--- config.mk ---
export PLATFORM = sky130hd
export DESIGN_NAME = rt_deadline_timer
export DESIGN_NICKNAME = d
export VERILOG_FILES = /design/src/rtl/rtt_pkg.sv /design/src/rtl/rtt_prescaler.sv /design/src/rtl/rtt_hit_cmp.sv /design/src/rtl/rt_deadline_timer.sv
export SDC_FILE = /design/constraint.sdc
export NUM_CORES = 2
export LEC_CHECK = 0
export BUFFER_PORTS_ARGS = -buffer_cell sky130_fd_sc_hd__buf_4
export CAP_MARGIN = 20
export CORE_MARGIN = 1
export CORE_UTILIZATION = 30
export DETAILED_ROUTE_END_ITERATION = 8
export PLACE_DENSITY_LB_ADDON = 0.05
export SETUP_SLACK_MARGIN = 0.5
export SYNTH_ARGS = -nofsm -noshare
export SYNTH_HDL_FRONTEND = slang
export SYNTH_SLANG_ARGS = --single-unit
--- constraint.sdc ---
create_clock -name clk -period 3.1 [get_ports clk]
set_clock_uncertainty 0.05 [all_clocks]
set_input_delay 0.31 -clock clk [delete_from_list [all_inputs] [get_ports clk]]
set_output_delay 0.31 -clock clk [all_outputs]
set_load 0.02 [all_outputs]
--- src/rtl/rtt_pkg.sv ---
package rtt_pkg;
    localparam int BUS_W   = 32;
    localparam int ADDR_W  = 8;
    localparam int TIME_W  = 64;

    localparam logic [ADDR_W-1:0] OFS_PCNT   = 8'h00;
    localparam logic [ADDR_W-1:0] OFS_RELOAD = 8'h04;
    localparam logic [ADDR_W-1:0] OFS_INFO   = 8'h08;
    localparam logic [ADDR_W-1:0] OFS_CTRL   = 8'h0C;
    localparam logic [ADDR_W-1:0] OFS_ENABLE = 8'h24;
    localparam logic [ADDR_W-1:0] OFS_PEND   = 8'h28;
    localparam logic [ADDR_W-1:0] OFS_COPY   = 8'h2C;
    localparam logic [ADDR_W-1:0] OFS_CANCEL = 8'h30;
    localparam logic [ADDR_W-1:0] OFS_HOLD   = 8'h40;
    localparam logic [ADDR_W-1:0] OFS_DLBASE = 8'h80;
endpackage

--- src/rtl/rtt_prescaler.sv ---
module rtt_prescaler #(
    parameter int PS_W = 16,
    parameter int TW   = 64
) (
    input  logic            clk,
    input  logic            rst_n,
    input  logic            run,
    input  logic            cnt_wr,
    input  logic            rld_wr,
    input  logic [PS_W-1:0] wval,
    output logic [PS_W-1:0] cnt_q,
    output logic [PS_W-1:0] rld_q,
    output logic [TW-1:0]   time_q
);
    typedef struct packed {
        logic [PS_W-1:0] cnt;
        logic [PS_W-1:0] rld;
        logic [TW-1:0]   tb;
    } ps_t;

    ps_t p_d, p_q;
    logic tick;

    always_comb begin
        p_d  = p_q;
        tick = run && (p_q.cnt == '0);
        if (cnt_wr)
            p_d.cnt = wval;
        else if (run)
            p_d.cnt = tick ? p_q.rld : p_q.cnt - 1'b1;
        if (rld_wr)
            p_d.rld = wval;
        if (tick)
            p_d.tb = p_q.tb + 1'b1;
    end

    always_ff @(posedge clk or negedge rst_n) begin
        if (!rst_n) p_q <= '0;
        else        p_q <= p_d;
    end

    assign cnt_q  = p_q.cnt;
    assign rld_q  = p_q.rld;
    assign time_q = p_q.tb;

    // a running, unwritten nonzero count steps down by one
    a_r1_count_down: assert property (@(posedge clk) disable iff (!rst_n)
        (run && !cnt_wr && cnt_q != '0) |=> cnt_q == $past(cnt_q) - 1'b1);
    // stopped counting freezes the time base
    a_r3_time_frozen: assert property (@(posedge clk) disable iff (!rst_n)
        !run |=> $stable(time_q));
    // stopped counting freezes an unwritten prescaler
    a_r3_cnt_frozen: assert property (@(posedge clk) disable iff (!rst_n)
        (!run && !cnt_wr) |=> $stable(cnt_q));
endmodule

--- src/rtl/rtt_hit_cmp.sv ---
module rtt_hit_cmp #(
    parameter int N  = 4,
    parameter int TW = 64
) (
    input  logic [TW-1:0]        now,
    input  logic [N-1:0][TW-1:0] dl,
    input  logic [N-1:0]         en,
    output logic [N-1:0]         hit
);
    for (genvar i = 0; i < N; i++) begin : g_cmp
        assign hit[i] = en[i] && (now >= dl[i]);
    end
endmodule

--- src/rtl/rt_deadline_timer.sv ---
module rt_deadline_timer
    import rtt_pkg::*;
#(
    parameter int NUM_DL = 4,
    parameter int PS_W   = 16
) (
    input  logic              clk,
    input  logic              rst_n,
    input  logic              bus_sel,
    input  logic              bus_wr,
    input  logic [ADDR_W-1:0] bus_addr,
    input  logic [BUS_W-1:0]  bus_wdata,
    output logic [BUS_W-1:0]  bus_rdata,
    output logic              irq
);
    localparam int HALF   = TIME_W / 2;
    localparam int IDX_W  = ADDR_W - 4;

    typedef struct packed {
        logic                        run;
        logic [NUM_DL-1:0]           en;
        logic [NUM_DL-1:0]           pend;
        logic [HALF-1:0]             hold;
        logic [NUM_DL-1:0][TIME_W-1:0] dl;
        logic [BUS_W-1:0]            rdata;
    } st_t;

    st_t s_d, s_q;

    logic                acc_wr, acc_rd;
    logic                cnt_wr, rld_wr;
    logic [PS_W-1:0]     cnt_q, rld_q;
    logic [TIME_W-1:0]   time_q;
    logic [NUM_DL-1:0]   hit, w1c, cxl;
    logic                dl_area, dl_is_set;
    logic [IDX_W-1:0]    dl_idx;

    assign acc_wr    = bus_sel && bus_wr;
    assign acc_rd    = bus_sel && !bus_wr;
    assign cnt_wr    = acc_wr && (bus_addr == OFS_PCNT);
    assign rld_wr    = acc_wr && (bus_addr == OFS_RELOAD);
    assign dl_area   = bus_addr[ADDR_W-1] && (bus_addr[1:0] == 2'b00);
    assign dl_is_set = bus_addr[2];
    assign dl_idx    = bus_addr[ADDR_W-2:3];

    rtt_prescaler #(.PS_W(PS_W), .TW(TIME_W)) u_ps (
        .clk    (clk),
        .rst_n  (rst_n),
        .run    (s_q.run),
        .cnt_wr (cnt_wr),
        .rld_wr (rld_wr),
        .wval   (bus_wdata[PS_W-1:0]),
        .cnt_q  (cnt_q),
        .rld_q  (rld_q),
        .time_q (time_q)
    );

    rtt_hit_cmp #(.N(NUM_DL), .TW(TIME_W)) u_cmp (
        .now (time_q),
        .dl  (s_q.dl),
        .en  (s_q.en),
        .hit (hit)
    );

    always_comb begin
        s_d = s_q;
        w1c = '0;
        cxl = '0;
        if (acc_wr) begin
            case (bus_addr)
                OFS_CTRL:   s_d.run  = bus_wdata[0];
                OFS_ENABLE: s_d.en   = bus_wdata[NUM_DL-1:0];
                OFS_PEND:   w1c      = bus_wdata[NUM_DL-1:0];
                OFS_CANCEL: cxl      = bus_wdata[NUM_DL-1:0];
                OFS_HOLD:   s_d.hold = bus_wdata;
                OFS_COPY: begin
                    for (int i = 0; i < NUM_DL - 1; i++)
                        if (bus_wdata[i]) s_d.dl[i] = s_q.dl[i+1];
                end
                default: begin
                    if (dl_area) begin
                        for (int i = 0; i < NUM_DL; i++) begin
                            if (dl_idx == IDX_W'(i)) begin
                                if (dl_is_set)
                                    s_d.dl[i] = time_q + {{HALF{1'b0}}, bus_wdata};
                                else
                                    s_d.dl[i] = {s_q.hold, bus_wdata};
                            end
                        end
                    end
                end
            endcase
        end
        if (acc_rd) begin
            s_d.rdata = '0;
            case (bus_addr)
                OFS_PCNT:   s_d.rdata = BUS_W'(cnt_q);
                OFS_RELOAD: s_d.rdata = BUS_W'(rld_q);
                OFS_INFO:   s_d.rdata = BUS_W'(NUM_DL);
                OFS_CTRL:   s_d.rdata = BUS_W'(s_q.run);
                OFS_ENABLE: s_d.rdata = BUS_W'(s_q.en);
                OFS_PEND:   s_d.rdata = BUS_W'(s_q.pend);
                OFS_HOLD:   s_d.rdata = s_q.hold;
                default: begin
                    if (dl_area && !dl_is_set) begin
                        for (int i = 0; i < NUM_DL; i++) begin
                            if (dl_idx == IDX_W'(i)) begin
                                s_d.rdata = s_q.dl[i][HALF-1:0];
                                s_d.hold  = s_q.dl[i][TIME_W-1:HALF];
                            end
                        end
                    end
                end
            endcase
        end
        s_d.pend = ((s_q.pend & ~w1c) | hit) & ~cxl;
        s_d.en   = s_d.en & ~cxl;
    end

    always_ff @(posedge clk or negedge rst_n) begin
        if (!rst_n) s_q <= '0;
        else        s_q <= s_d;
    end

    assign bus_rdata = s_q.rdata;
    assign irq       = |(s_q.pend & s_q.en);

    for (genvar i = 0; i < NUM_DL; i++) begin : g_chk
        // a live hit leaves the pending bit set unless cancelled
        a_r5_hit_sets: assert property (@(posedge clk) disable iff (!rst_n)
            (hit[i] && !cxl[i]) |=> s_q.pend[i]);
        // cancel leaves neither enable nor pending
        a_r11_cancel_clears: assert property (@(posedge clk) disable iff (!rst_n)
            cxl[i] |=> (!s_q.pend[i] && !s_q.en[i]));
        if (i < NUM_DL - 1) begin : g_copy
            // copy takes the neighbour's previous value
            a_r10_copy_down: assert property (@(posedge clk) disable iff (!rst_n)
                (acc_wr && bus_addr == OFS_COPY && bus_wdata[i])
                |=> s_q.dl[i] == $past(s_q.dl[i+1]));
        end
    end
    // relative set of deadline 0 adds the offset to the time base
    a_r9_rel_set: assert property (@(posedge clk) disable iff (!rst_n)
        (acc_wr && bus_addr == OFS_DLBASE + 8'h04)
        |=> s_q.dl[0] == $past(time_q) + {{HALF{1'b0}}, $past(bus_wdata)});
endmodule

==> results.py <==
metrics = {
    "logic_synthesis": {
        "async_flop_share": 1.00,
        "synth_nets": 3993,
        "yosysWarnings": 0,
        "syn-mean-instance-area_um2": 8.43,
        "ys.flop_type": "dfrtp_1",
        "synth_xor_area_frac": 0.0307,
        "synthAdderAreaFrac": 0.118,
        "yosysSeqAreaShare": 0.345,
        "yosys_register_bits": 425,
        "synthMuxAreaShare": 0.0272,
        "synth-simple-area-share": 0.154,
        "synth_top_family_by_area": "compound AO/OA/AOI/OAI gates",
        "syn_inst": 3658,
        "synth_edf_count": 0,
        "synth_cell_type_count": 89,
        "synth-compound-area-share": 0.255,
        "syn_area_um2": 30800,
    },
    "layout": {
        "syn_to_final_growth_pct": 32.5,
        "drive_gt1_frac": 0.254,
        "mostFrequentLayoutCell": "buf_4",
        "layout_common_cells": "buf_4, dfrtp_1, nand2_1",
        "num_antenna_cells": 0,
        "fin_nets": 4356,
    },
    "floorplan": {
        "coreArea_um2": 102000,
        "fp-row-count": 117,
        "die_area_um2": 104000,
        "die_x_um": 323,
        "start_util": 0.303,
        "ios": 77,
        "die_y_um": 323,
    },
    "global_route": {
        "met2_usage": 0.450,
        "grt_util_met1": 0.377,
        "busiest_layer": "met2",
        "use_met3": 0.0362,
        "grt_usage": 0.275,
        "grt-ovfl-total": 0,
        "grt_pass1_vias": 30200,
        "grt_max_degree": 127,
        "grt_pass1_wl_um": 210000,
        "antenna_found_initial": 4,
    },
    "sta": {
        "fmax_ghz": 0.309,
        "hold_violations": 0,
        "drv_slew": 0,
        "rsz0062_at_grt": "true",
        "setup_viol": 62,
        "min_period_ns": 3.23,
        "worst_slew_pin_slew_ns": 1.00,
        "fin_ws_ns": -0.132,
        "slew_headroom": 0.333,
        "period_share": 1.04,
        "holdWs_ns": 0.0408,
    },
    "routing": {
        "drt-total-wl_um": 145000,
        "drt_iter0_markers": 2534,
        "vias": 30100,
        "drc": 0,
        "via_per_inst": 5.55,
        "ant_nets": 0,
        "dr.pass1.iters": 6,
        "routedWlPerCell_um": 26.6,
    },
    "critical_path": {
        "cp_max_fo": 3,
        "reg2reg_depth": 13,
        "path_cells": "ha_4, fa_2, a211o_1, o211ai_1, buf_4, a2111oi_4, o31a_4, o21ba_4, o21ai_2, buf_6, xor2_2, a211o_1, a31oi_1",
        "critPathMaxStageDelay_ns": 0.42,
        "reg2reg_from": "u_ps.time_q[0]",
        "worstPathArrival_ns": 3.76,
        "critical_path_buf_inv_count": 2,
        "crit_path_start_kind": "register",
        "critical_path.most_common_cell": "a211o_1",
        "worstPathRequired_ns": 3.63,
        "critPathKind": "register to register",
        "crit_slowest_cell": "dfrtp_1",
        "end_kind": "register",
        "r2r_setup_slack_ns": -0.13,
        "startpoint": "u_ps.time_q[0]",
        "endpoint": "s_q[220]",
        "cp_top_family": "compound AO/OA/AOI/OAI gates",
        "rr_endpoint": "s_q[220]",
        "crit_cells": 13,
    },
    "clocking": {
        "cts_sinks": 425,
        "worst_setup_hold_path_clk_slew_ns": 0.06,
        "clk_latency_ns": 0.68,
        "cts_tree": "built",
        "clockRootBuffer": "clkbuf_16",
        "htree_levels": 2,
        "clock_path_buffers": 3,
        "cts_buffers": 58,
    },
    "worst_hold_path": {
        "hold_start": "bus_wdata[11]",
        "hold_path_class": "primary input to register",
    },
    "placement": {
        "place_congestion": 0.936,
        "port_buffers": 76,
        "dp_hpwl_um": 107000,
    },
    "run_status": {
        "violations": "negative setup slack",
        "status": "finished with violations",
    },
    "pwr": {
        "ir_worst_vdd_mv": 0.372,
        "p_per_area_nw_per_um2": 402,
        "power_mw": 16.4,
        "p_leak_nw": 18.3,
    },
    "job": {
        "cap_violations": 0,
    },
}
==> synth_stat cells, types with 41 or more instances <==
master / n / share of area
dfrtp_1: 425 / 0.34
nand2_1: 376 / 0.046
a21oi_1: 347 / 0.056
nor2_1: 313 / 0.038
ha_1: 290 / 0.12
inv_1: 278 / 0.034
a211oi_1: 180 / 0.044
clkbuf_1: 157 / 0.019
a21o_1: 112 / 0.027
o21ai_0: 105 / 0.017
a22oi_1: 97 / 0.024
nand4_1: 86 / 0.017
a31oi_1: 75 / 0.015
xnor2_1: 67 / 0.019
mux2i_1: 59 / 0.019
o21ai_1: 54 / 0.0088
nand3_1: 49 / 0.0080
nor3_1: 43 / 0.0070
xor2_1: 41 / 0.012
==> layer usage <==
metal | share of wire | vias up | routed length (um)
li1 | - | 14000 | -
met1 | 0.45 | 15100 | 65400
met2 | 0.47 | 872 | 67300
met3 | 0.053 | 199 | 7690
met4 | 0.029 | 0 | 4240
met5 | 0 | - | 0
==> flip-flops by register name, summed over array words and instances, names as in the netlist <==
register     count
u_ps.time_q     64
u_ps.rld_q      16
bus_rdata       32
s_q            297
u_ps.cnt_q      16
==> layout make-up <==
type / instances / area, um^2
sequential: 425 / 10700
multi-input combinational: 2706 / 20500
inverter: 278 / 1050
clock inverter: 13 / 168
clock buffer: 92 / 1820
timing repair buffer: 552 / 4920
fill: 10300 / 61100
tap: 1368 / 1710
==> logic make-up after synthesis <==
| group | Yosys count |
|---|---|
| compound gates | 1190 |
| simple gates | 1036 |
| buf+inv | 527 |
| flops | 425 |
| fa+ha+maj | 291 |
| xor+xnor | 108 |
| mux | 81 |
==> stage by stage <==
stage	instance area, um^2	worst slack [ns]	std cells	setup TNS, ns	util
floorplan	31300	0.0721	3658	0	-
global placement	36100	-0.399	5266	-20.84	0.355
detailed placement	36100	-0.332	5268	-20.74	0.355
CTS	40000	-0.131	5410	-2.83	0.392
global route	40800	-0.226	5434	-14.89	0.401
finish	40800	-0.132	5434	-3.30	0.401
==> worst min path at each step <==
stage / cells past startpoint / slack, ns / endpoint
after CTS: 3 / 0.002 / u_ps.cnt_q[11]
after detailed placement: 1 / 0.31 / s_q[121]
after global placement: 1 / 0.28 / s_q[116]
after global routing: 3 / 0.04 / u_ps.cnt_q[11]
after floorplan: 0 / -0.04 / bus_rdata[0]
final: 3 / 0.04 / u_ps.cnt_q[11]
==> timing repair <==
item	in CTS	in global routing
setup endpoints to repair	264	261
hold buffers	7	0
resized for setup	303	127
endpoints found under the hold margin	65	0
pin swaps	159	80
setup buffers	30	24
==> worst min-delay path: stages <==
cell and delay [ns]:
buf_4 0.13, buf_4 0.17, a21o_1 0.11
==> power by group <==
group / leakage (nW) / switching, mW / internal [mW] / total [mW]
clock network: 0.984 / 2.88 / 4.31 / 7.19
registers: 5.33 / 0.520 / 5.97 / 6.49
logic: 12.0 / 1.64 / 1.11 / 2.74
Note: power is estimated with default switching activity, not from simulation.
